File: config.mk
export PLATFORM = sky130hd
export DESIGN_NAME = uart_tx_framer
export DESIGN_NICKNAME = d
export VERILOG_FILES = /design/src/rtl/uart_tx_pkg.sv /design/src/rtl/uart_tx_fifo.sv /design/src/rtl/uart_tx_ctl.sv /design/src/rtl/uart_tx_serial.sv /design/src/rtl/uart_tx_framer.sv
export SDC_FILE = /design/constraint.sdc
export NUM_CORES = 1
export LEC_CHECK = 0
export BUFFER_PORTS_ARGS = -buffer_cell sky130_fd_sc_hd__buf_2
export CORE_MARGIN = 2
export CORE_UTILIZATION = 63
export CTS_CLUSTER_SIZE = 40
export DETAILED_ROUTE_END_ITERATION = 10
export PLACE_DENSITY = 0.89
export SLEW_MARGIN = 0
export SYNTH_ARGS = -nofsm -noshare
export SYNTH_HDL_FRONTEND = slang
export SYNTH_SLANG_ARGS = --single-unit
export TNS_END_PERCENT = 10
File: constraint.sdc
create_clock -name clk -period 3.9 [get_ports clk]
set_input_delay 1.17 -clock clk [delete_from_list [all_inputs] [get_ports clk]]
set_output_delay 1.17 -clock clk [all_outputs]
set_load 0.02 [all_outputs]
File: src/rtl/uart_tx_pkg.sv
package uart_tx_pkg;

  localparam int CHAR_W = 8;
  localparam int CNT_W  = $clog2(CHAR_W);
  localparam int NB_W   = $clog2(CHAR_W + 1);

  // Mode codes whose values are decoded by the serialiser.
  localparam logic [1:0] CHAR_7     = 2'd2;
  localparam logic [1:0] CHAR_6     = 2'd3;
  localparam logic [2:0] PAR_EVEN   = 3'd0;
  localparam logic [2:0] PAR_ODD    = 3'd1;
  localparam logic [2:0] PAR_ZERO   = 3'd2;
  localparam logic [2:0] PAR_ONE    = 3'd3;
  localparam logic [1:0] STOP_TWO   = 2'd2;

  typedef enum logic [2:0] {
    S_IDLE,
    S_START,
    S_DATA,
    S_PARITY,
    S_STOP
  } tx_state_e;

endpackage

File: src/rtl/uart_tx_fifo.sv
module uart_tx_fifo #(
  parameter int W     = 8,
  parameter int DEPTH = 64
) (
  input  logic         clk,
  input  logic         rst_n,
  input  logic         flush,
  input  logic         push,
  input  logic [W-1:0] wdata,
  input  logic         pop,
  output logic [W-1:0] rdata,
  output logic         full,
  output logic         empty
);
  localparam int AW = $clog2(DEPTH);
  localparam logic [AW-1:0] LAST = AW'(DEPTH - 1);

  logic [W-1:0]  mem [DEPTH];
  logic [AW-1:0] wr_ptr, rd_ptr;
  logic [AW:0]   count;
  logic          push_ok, pop_ok;

  assign full    = (count == (AW+1)'(DEPTH));
  assign empty   = (count == '0);
  assign push_ok = push && !full && !flush;
  assign pop_ok  = pop && !empty && !flush;
  assign rdata   = mem[rd_ptr];

  always_ff @(posedge clk) begin
    if (push_ok) mem[wr_ptr] <= wdata;
  end

  always_ff @(posedge clk or negedge rst_n) begin
    if (!rst_n) begin
      wr_ptr <= '0;
      rd_ptr <= '0;
      count  <= '0;
    end else if (flush) begin
      wr_ptr <= '0;
      rd_ptr <= '0;
      count  <= '0;
    end else begin
      if (push_ok) wr_ptr <= (wr_ptr == LAST) ? '0 : wr_ptr + 1'b1;
      if (pop_ok)  rd_ptr <= (rd_ptr == LAST) ? '0 : rd_ptr + 1'b1;
      case ({push_ok, pop_ok})
        2'b10:   count <= count + 1'b1;
        2'b01:   count <= count - 1'b1;
        default: count <= count;
      endcase
    end
  end
endmodule

File: src/rtl/uart_tx_ctl.sv
module uart_tx_ctl (
  input  logic clk,
  input  logic rst_n,
  input  logic en,
  input  logic dis,
  input  logic brk_start,
  input  logic brk_stop,
  output logic run,
  output logic brk_on
);
  assign run = en && !dis;

  always_ff @(posedge clk or negedge rst_n) begin
    if (!rst_n)                       brk_on <= 1'b0;
    else if (brk_start && !brk_stop)  brk_on <= 1'b1;
    else if (brk_stop && !brk_start)  brk_on <= 1'b0;
  end
endmodule

File: src/rtl/uart_tx_serial.sv
module uart_tx_serial
  import uart_tx_pkg::*;
(
  input  logic              clk,
  input  logic              rst_n,
  input  logic              flush,
  input  logic              tick,
  input  logic              run,
  input  logic              brk_on,
  input  logic              have_data,
  input  logic [CHAR_W-1:0] data,
  input  logic [1:0]        char_sel,
  input  logic [2:0]        par_sel,
  input  logic [1:0]        stop_sel,
  output logic              pop,
  output logic              line,
  output logic              active
);
  tx_state_e         state_q;
  logic [CHAR_W-1:0] sh_q;
  logic [CNT_W-1:0]  cnt_q;
  logic [NB_W-1:0]   nb_q;
  logic              par_en_q, par_bit_q, two_stop_q, second_q;

  logic [NB_W-1:0]   nb_d;
  logic [CHAR_W-1:0] masked;
  logic              par_en_d, par_bit_d;
  logic              start_ok, frame_end, load;

  // Decode the mode inputs for the character at the head of the queue.
  always_comb begin
    case (char_sel)
      CHAR_7:  nb_d = NB_W'(CHAR_W - 1);
      CHAR_6:  nb_d = NB_W'(CHAR_W - 2);
      default: nb_d = NB_W'(CHAR_W);
    endcase
    for (int i = 0; i < CHAR_W; i++) masked[i] = data[i] && (NB_W'(i) < nb_d);
    par_en_d  = 1'b1;
    case (par_sel)
      PAR_EVEN: par_bit_d = ^masked;
      PAR_ODD:  par_bit_d = ~^masked;
      PAR_ZERO: par_bit_d = 1'b0;
      PAR_ONE:  par_bit_d = 1'b1;
      default: begin
        par_bit_d = 1'b0;
        par_en_d  = 1'b0;
      end
    endcase
  end

  assign start_ok  = tick && run && !brk_on && have_data;
  assign frame_end = (state_q == S_STOP) && tick && (!two_stop_q || second_q);
  assign load      = start_ok && ((state_q == S_IDLE) || frame_end);
  assign pop       = load;
  assign active    = (state_q != S_IDLE);

  always_comb begin
    case (state_q)
      S_START:  line = 1'b0;
      S_DATA:   line = sh_q[0];
      S_PARITY: line = par_bit_q;
      default:  line = 1'b1;
    endcase
  end

  always_ff @(posedge clk or negedge rst_n) begin
    if (!rst_n) begin
      state_q    <= S_IDLE;
      sh_q       <= '0;
      cnt_q      <= '0;
      nb_q       <= NB_W'(CHAR_W);
      par_en_q   <= 1'b0;
      par_bit_q  <= 1'b0;
      two_stop_q <= 1'b0;
      second_q   <= 1'b0;
    end else if (flush) begin
      state_q    <= S_IDLE;
      cnt_q      <= '0;
      second_q   <= 1'b0;
    end else if (load) begin
      state_q    <= S_START;
      sh_q       <= masked;
      cnt_q      <= '0;
      nb_q       <= nb_d;
      par_en_q   <= par_en_d;
      par_bit_q  <= par_bit_d;
      two_stop_q <= (stop_sel == STOP_TWO);
      second_q   <= 1'b0;
    end else if (tick) begin
      case (state_q)
        S_START: state_q <= S_DATA;
        S_DATA: begin
          sh_q <= sh_q >> 1;
          if (NB_W'(cnt_q) == nb_q - NB_W'(1)) begin
            state_q <= par_en_q ? S_PARITY : S_STOP;
            cnt_q   <= '0;
          end else begin
            cnt_q <= cnt_q + 1'b1;
          end
        end
        S_PARITY: state_q <= S_STOP;
        S_STOP: begin
          if (two_stop_q && !second_q) second_q <= 1'b1;
          else                         state_q  <= S_IDLE;
        end
        default: state_q <= S_IDLE;
      endcase
    end
  end
endmodule

File: src/rtl/uart_tx_framer.sv
module uart_tx_framer
  import uart_tx_pkg::*;
#(
  parameter int FIFO_DEPTH = 64
) (
  input  logic              clk,
  input  logic              rst_n,
  input  logic              bit_tick,
  input  logic              in_valid,
  output logic              in_ready,
  input  logic [CHAR_W-1:0] in_data,
  input  logic [1:0]        mode_char,
  input  logic [2:0]        mode_par,
  input  logic [1:0]        mode_stop,
  input  logic              ctl_en,
  input  logic              ctl_dis,
  input  logic              ctl_txrst,
  input  logic              ctl_brk_start,
  input  logic              ctl_brk_stop,
  output logic              txd,
  output logic              st_full,
  output logic              st_empty,
  output logic              st_active,
  output logic              ovf_pulse
);
  logic              run, brk_on, pop, line, full, empty;
  logic [CHAR_W-1:0] head;

  uart_tx_fifo #(.W(CHAR_W), .DEPTH(FIFO_DEPTH)) u_fifo (
    .clk   (clk),
    .rst_n (rst_n),
    .flush (ctl_txrst),
    .push  (in_valid),
    .wdata (in_data),
    .pop   (pop),
    .rdata (head),
    .full  (full),
    .empty (empty)
  );

  uart_tx_ctl u_ctl (
    .clk       (clk),
    .rst_n     (rst_n),
    .en        (ctl_en),
    .dis       (ctl_dis),
    .brk_start (ctl_brk_start),
    .brk_stop  (ctl_brk_stop),
    .run       (run),
    .brk_on    (brk_on)
  );

  uart_tx_serial u_ser (
    .clk       (clk),
    .rst_n     (rst_n),
    .flush     (ctl_txrst),
    .tick      (bit_tick),
    .run       (run),
    .brk_on    (brk_on),
    .have_data (!empty),
    .data      (head),
    .char_sel  (mode_char),
    .par_sel   (mode_par),
    .stop_sel  (mode_stop),
    .pop       (pop),
    .line      (line),
    .active    (st_active)
  );

  assign in_ready = !full;
  assign st_full  = full;
  assign st_empty = empty;
  assign txd      = line && !brk_on;

  always_ff @(posedge clk or negedge rst_n) begin
    if (!rst_n) ovf_pulse <= 1'b0;
    else        ovf_pulse <= in_valid && !in_ready;
  end
endmodule

==> results by group <==
Worst hold path
  • Worst hold start: u_ser.nb_q[3]
  • WHS Path Cells: 2
  • Hold Path Class: reg2reg
  • Sink of the worst hold path: u_ser.nb_q[3]

Cells and area
  • Ant. Diodes: 0
  • Area delta synth->final: 13.1%
  • Multi-input gate area: 5800 um^2
  • Final core utilization: 72.2%
  • NumNets Final: 1479
  • Share of cells above drive strength 1: 20.9%
  • Fill cell count: 1915
  • Sequential cell area: 16400 um^2

Global route
  • Initial antenna violation count: 1
  • First-pass GRT wire length: 87.2 mm
  • Vias in the first global route: 13700
  • M1 GR Usage: 42.3%
  • GRT Total Usage: 31.6%
  • Met3 Use GR: 8.33%
  • Gr busiest metal: met2
  • GRT overflow: 0
  • Largest net degree at the start of global routing: 65
  • Met2 usage: 48.5%

STA
  • Worst-Margin Slew: 1.30 ns
  • Worst rel slew slack: 12.7%
  • Final period util: 98.1%
  • Final hold violations: 0
  • Setup slack after layout: 0.0756 ns
  • Max Freq: 261 MHz
  • RSZ-0062 raised after global routing: no
  • Crit path time final: 3.82 ns
  • Final Slew Violations: 0
  • Setup TNS Final: 0 ns
  • # setup viols final: 0
  • WHS: 0.492 ns
  • Clk_skew: 0.0326 ns

Run status
  • Status: complete, no violations

Yosys
  • Post-Syn Nets: 1357
  • Post-synth top area cell: edfxtp_1
  • Synth cell types: 65
  • Post-synth EDFFs: 512
  • Synth warnings: 0
  • Synth Register Bits: 554
  • Proportion of synthesized chip area in sequential cells: 72.5%
  • Dominant synthesized flop cell: edfxtp_1
  • Dominant cells by area after synthesis: edfxtp_1 (68%), mux4_2 (7.4%), mux2i_1 (5.0%)
  • Yosys top cell area share: 67.9%
  • Mean Syn Cell Area: 17.1 um^2
  • Syn Inst Count: 1321
  • Cell Area, Synth: 22700 um^2
  • Synth async-reset ratio: 7.58%

Detailed routing
  • Drt pass-1 iters: 6
  • Wire length per cell: 29.7 um
  • Vias: 13600
  • Drt first-iter violations: 2151
  • Total wire length: 57.8 mm
  • Number of vias per cell: 7.01
  • Number of routed nets with antenna violations: 0
  • Residual DRC: 0

Power and ir drop
  • Peak supply drop: 0.346 mV
  • Power Density: 472 nW/um^2
  • Total power: 0.0121 W
  • Leakage power: 8.34 nW

Clock network
  • Hold buffer count at CTS: 0
  • Clk buf depth: 3
  • TritonCTS clock tree: yes
  • Clk sinks: 554
  • Clock-pin slew on the worst setup and hold paths: 0.06 ns
  • Root Driver: clkbuf_16
  • Post-CTS setup buffers: 0
  • Htree depth: 2
  • Clock Latency Late Sink: 0.61 ns
  • CTS Buf Count: 52

Setup path
  • R2R depth: 12
  • Critical-path maximum fanout: 23
  • Reg2Reg Setup Slack: 0.08 ns
  • Critical Path Start Type: flip-flop
  • R2r startpoint: u_fifo.rd_ptr[0]
  • Worst path required time: 4.41 ns
  • Critical Setup Path Class: reg2reg
  • Data arrival, critical path: 4.34 ns
  • CP Capture Type: flip-flop
  • Reg2Reg Capture Point: u_ser.par_bit_q

Place
  • Port Buffers: 29
  • HPWL Detailed: 33.9 mm
  • Final Wtd Congestion: 0.949
  • Setup WS pre-CTS: 0.164 ns

Die
  • Rows: 69
  • Die Height: 194 um
  • Die area: 37500 um^2
  • Area of the core: 35500 um^2
  • Die width: 194 um
  • I/O Pins: 30
  • Starting density of the core: 63.8%

Job
  • Max-cap violations: 0
-- final cells by class --
class | instances | share of cell area [%]
Tap cell | 461 | 2.25
Sequential cell | 554 | 64.1
Clock inverter | 26 | 0.923
Inverter | 10 | 0.147
Timing Repair Buffer | 143 | 4.25
Multi-Input combinational cell | 682 | 22.6
Clock buffer | 69 | 5.65
-- per-layer routing --
metal	vias up	routed length [um]
met1	6655	19900
li1	5482	-
met3	267	7560
met4	2	3550
met2	1223	26700
met5	-	17
-- registers in the layout, summed over array words and instances (netlist names) --
signal and count:
u_fifo.mem 512, u_ser.sh_q 8, u_fifo.count 7, u_fifo.rd_ptr 6
u_fifo.wr_ptr 6, u_ser.cnt_q 3, u_ser.nb_q 3, u_ser.state_q 3
ovf_pulse 1, u_ctl.brk_on 1, u_ser.par_bit_q 1, u_ser.par_en_q 1
u_ser.second_q 1, u_ser.two_stop_q 1
-- layout by cell type, fill, tap and decap left out, types with 5 or more instances in the layout --
cell type and count:
nand3_1 19, o22ai_1 23, edfxtp_1 512, mux4_2 74, a21oi_1 41, and2_1 5
mux4_1 6, xnor2_1 11, nor2_1 121, nand2_1 62, nand2b_1 12, clkbuf_1 11
mux2_2 5, clkinv_1 12, a211oi_1 5, nor3_1 21, o21ai_1 13, dfrtp_1 39
o221ai_1 18, nand4_1 8, nor2b_1 9, mux2i_1 114, buf_4 107, clkinv_2 6
buf_12 7, xor2_1 6, buf_2 29, a22oi_1 12, o21ai_0 19, inv_1 8
clkbuf_16 54, or3_1 6, ha_1 11
-- repair_timing --
| action | 4_1_cts | 5_1_grt |
|---|---|---|
| endpoints found under the hold margin | 0 | 0 |
| setup endpoints to repair | 0 | 1 |
| resized for setup | 0 | 2 |
-- worst max-delay path, cell delays in order (launching register included) --
cell      delay [ns]
dfrtp_4         0.68
buf_4           0.25
buf_4           0.17
mux4_2          0.34
nand2_1         0.08
nor3_1          0.65
nand3b_1        0.20
o211ai_1        0.13
xnor2_1         0.28
xnor3_1         0.26
xnor3_1         0.23
or3_1           0.37
nand3_1         0.10
-- report_power, final --
group | internal, W | total [W] | switching (W)
Clock | 0.00287 | 0.00501 | 0.00215
Sequential | 0.00654 | 0.00658 | 0.0000433
Combinational | 0.000183 | 0.000489 | 0.000306
-- synthesized netlist by cell type (all sizes together), types with 21 or more instances --
master,count
dfrtp,41
mux4,80
mux2i,114
o21ai,32
a21oi,41
o22ai,23
nor3,21
edfxtp,512
clkbuf,35
nand2,62
buf,40
nor2,121
-- worst max path at each step --
stage,to,from,slack (ns),depth (start not counted)
floorplan,u_fifo.count[6],ctl_dis,0.004,14
global placement,u_fifo.count[5],ctl_dis,0.31,16
detailed placement,u_fifo.count[5],ctl_dis,0.16,16
CTS,u_ser.par_bit_q,u_fifo.rd_ptr[0],0.22,12
global route,u_ser.par_bit_q,u_fifo.rd_ptr[0],0.05,12
finish,u_ser.par_bit_q,u_fifo.rd_ptr[0],0.08,12
-- logic make-up (layout without fill, tap and decap cells) --
family / after synthesis / after routing / share of synthesized area, %
multiplexers: 199 / 199 / 13.3
AO/OA/AOI/OAI: 164 / 164 / 4.76
AND/OR/NAND/NOR: 287 / 287 / 5.80
flip-flops: 554 / 554 / 72.5
buffers and inverters: 85 / 248 / 1.96
XOR/XNOR: 20 / 20 / 0.928
adder cells (fa/ha/maj): 12 / 12 / 0.696
-- per-stage QoR --
stage / cells / area (um^2)
after floorplan: 1321 / 22700
after global placement: 1850 / 23900
after detailed placement: 1850 / 23900
after CTS: 1945 / 25600
after global routing: 1945 / 25600
final: 1945 / 25600
(Power assumes the default switching activity.)
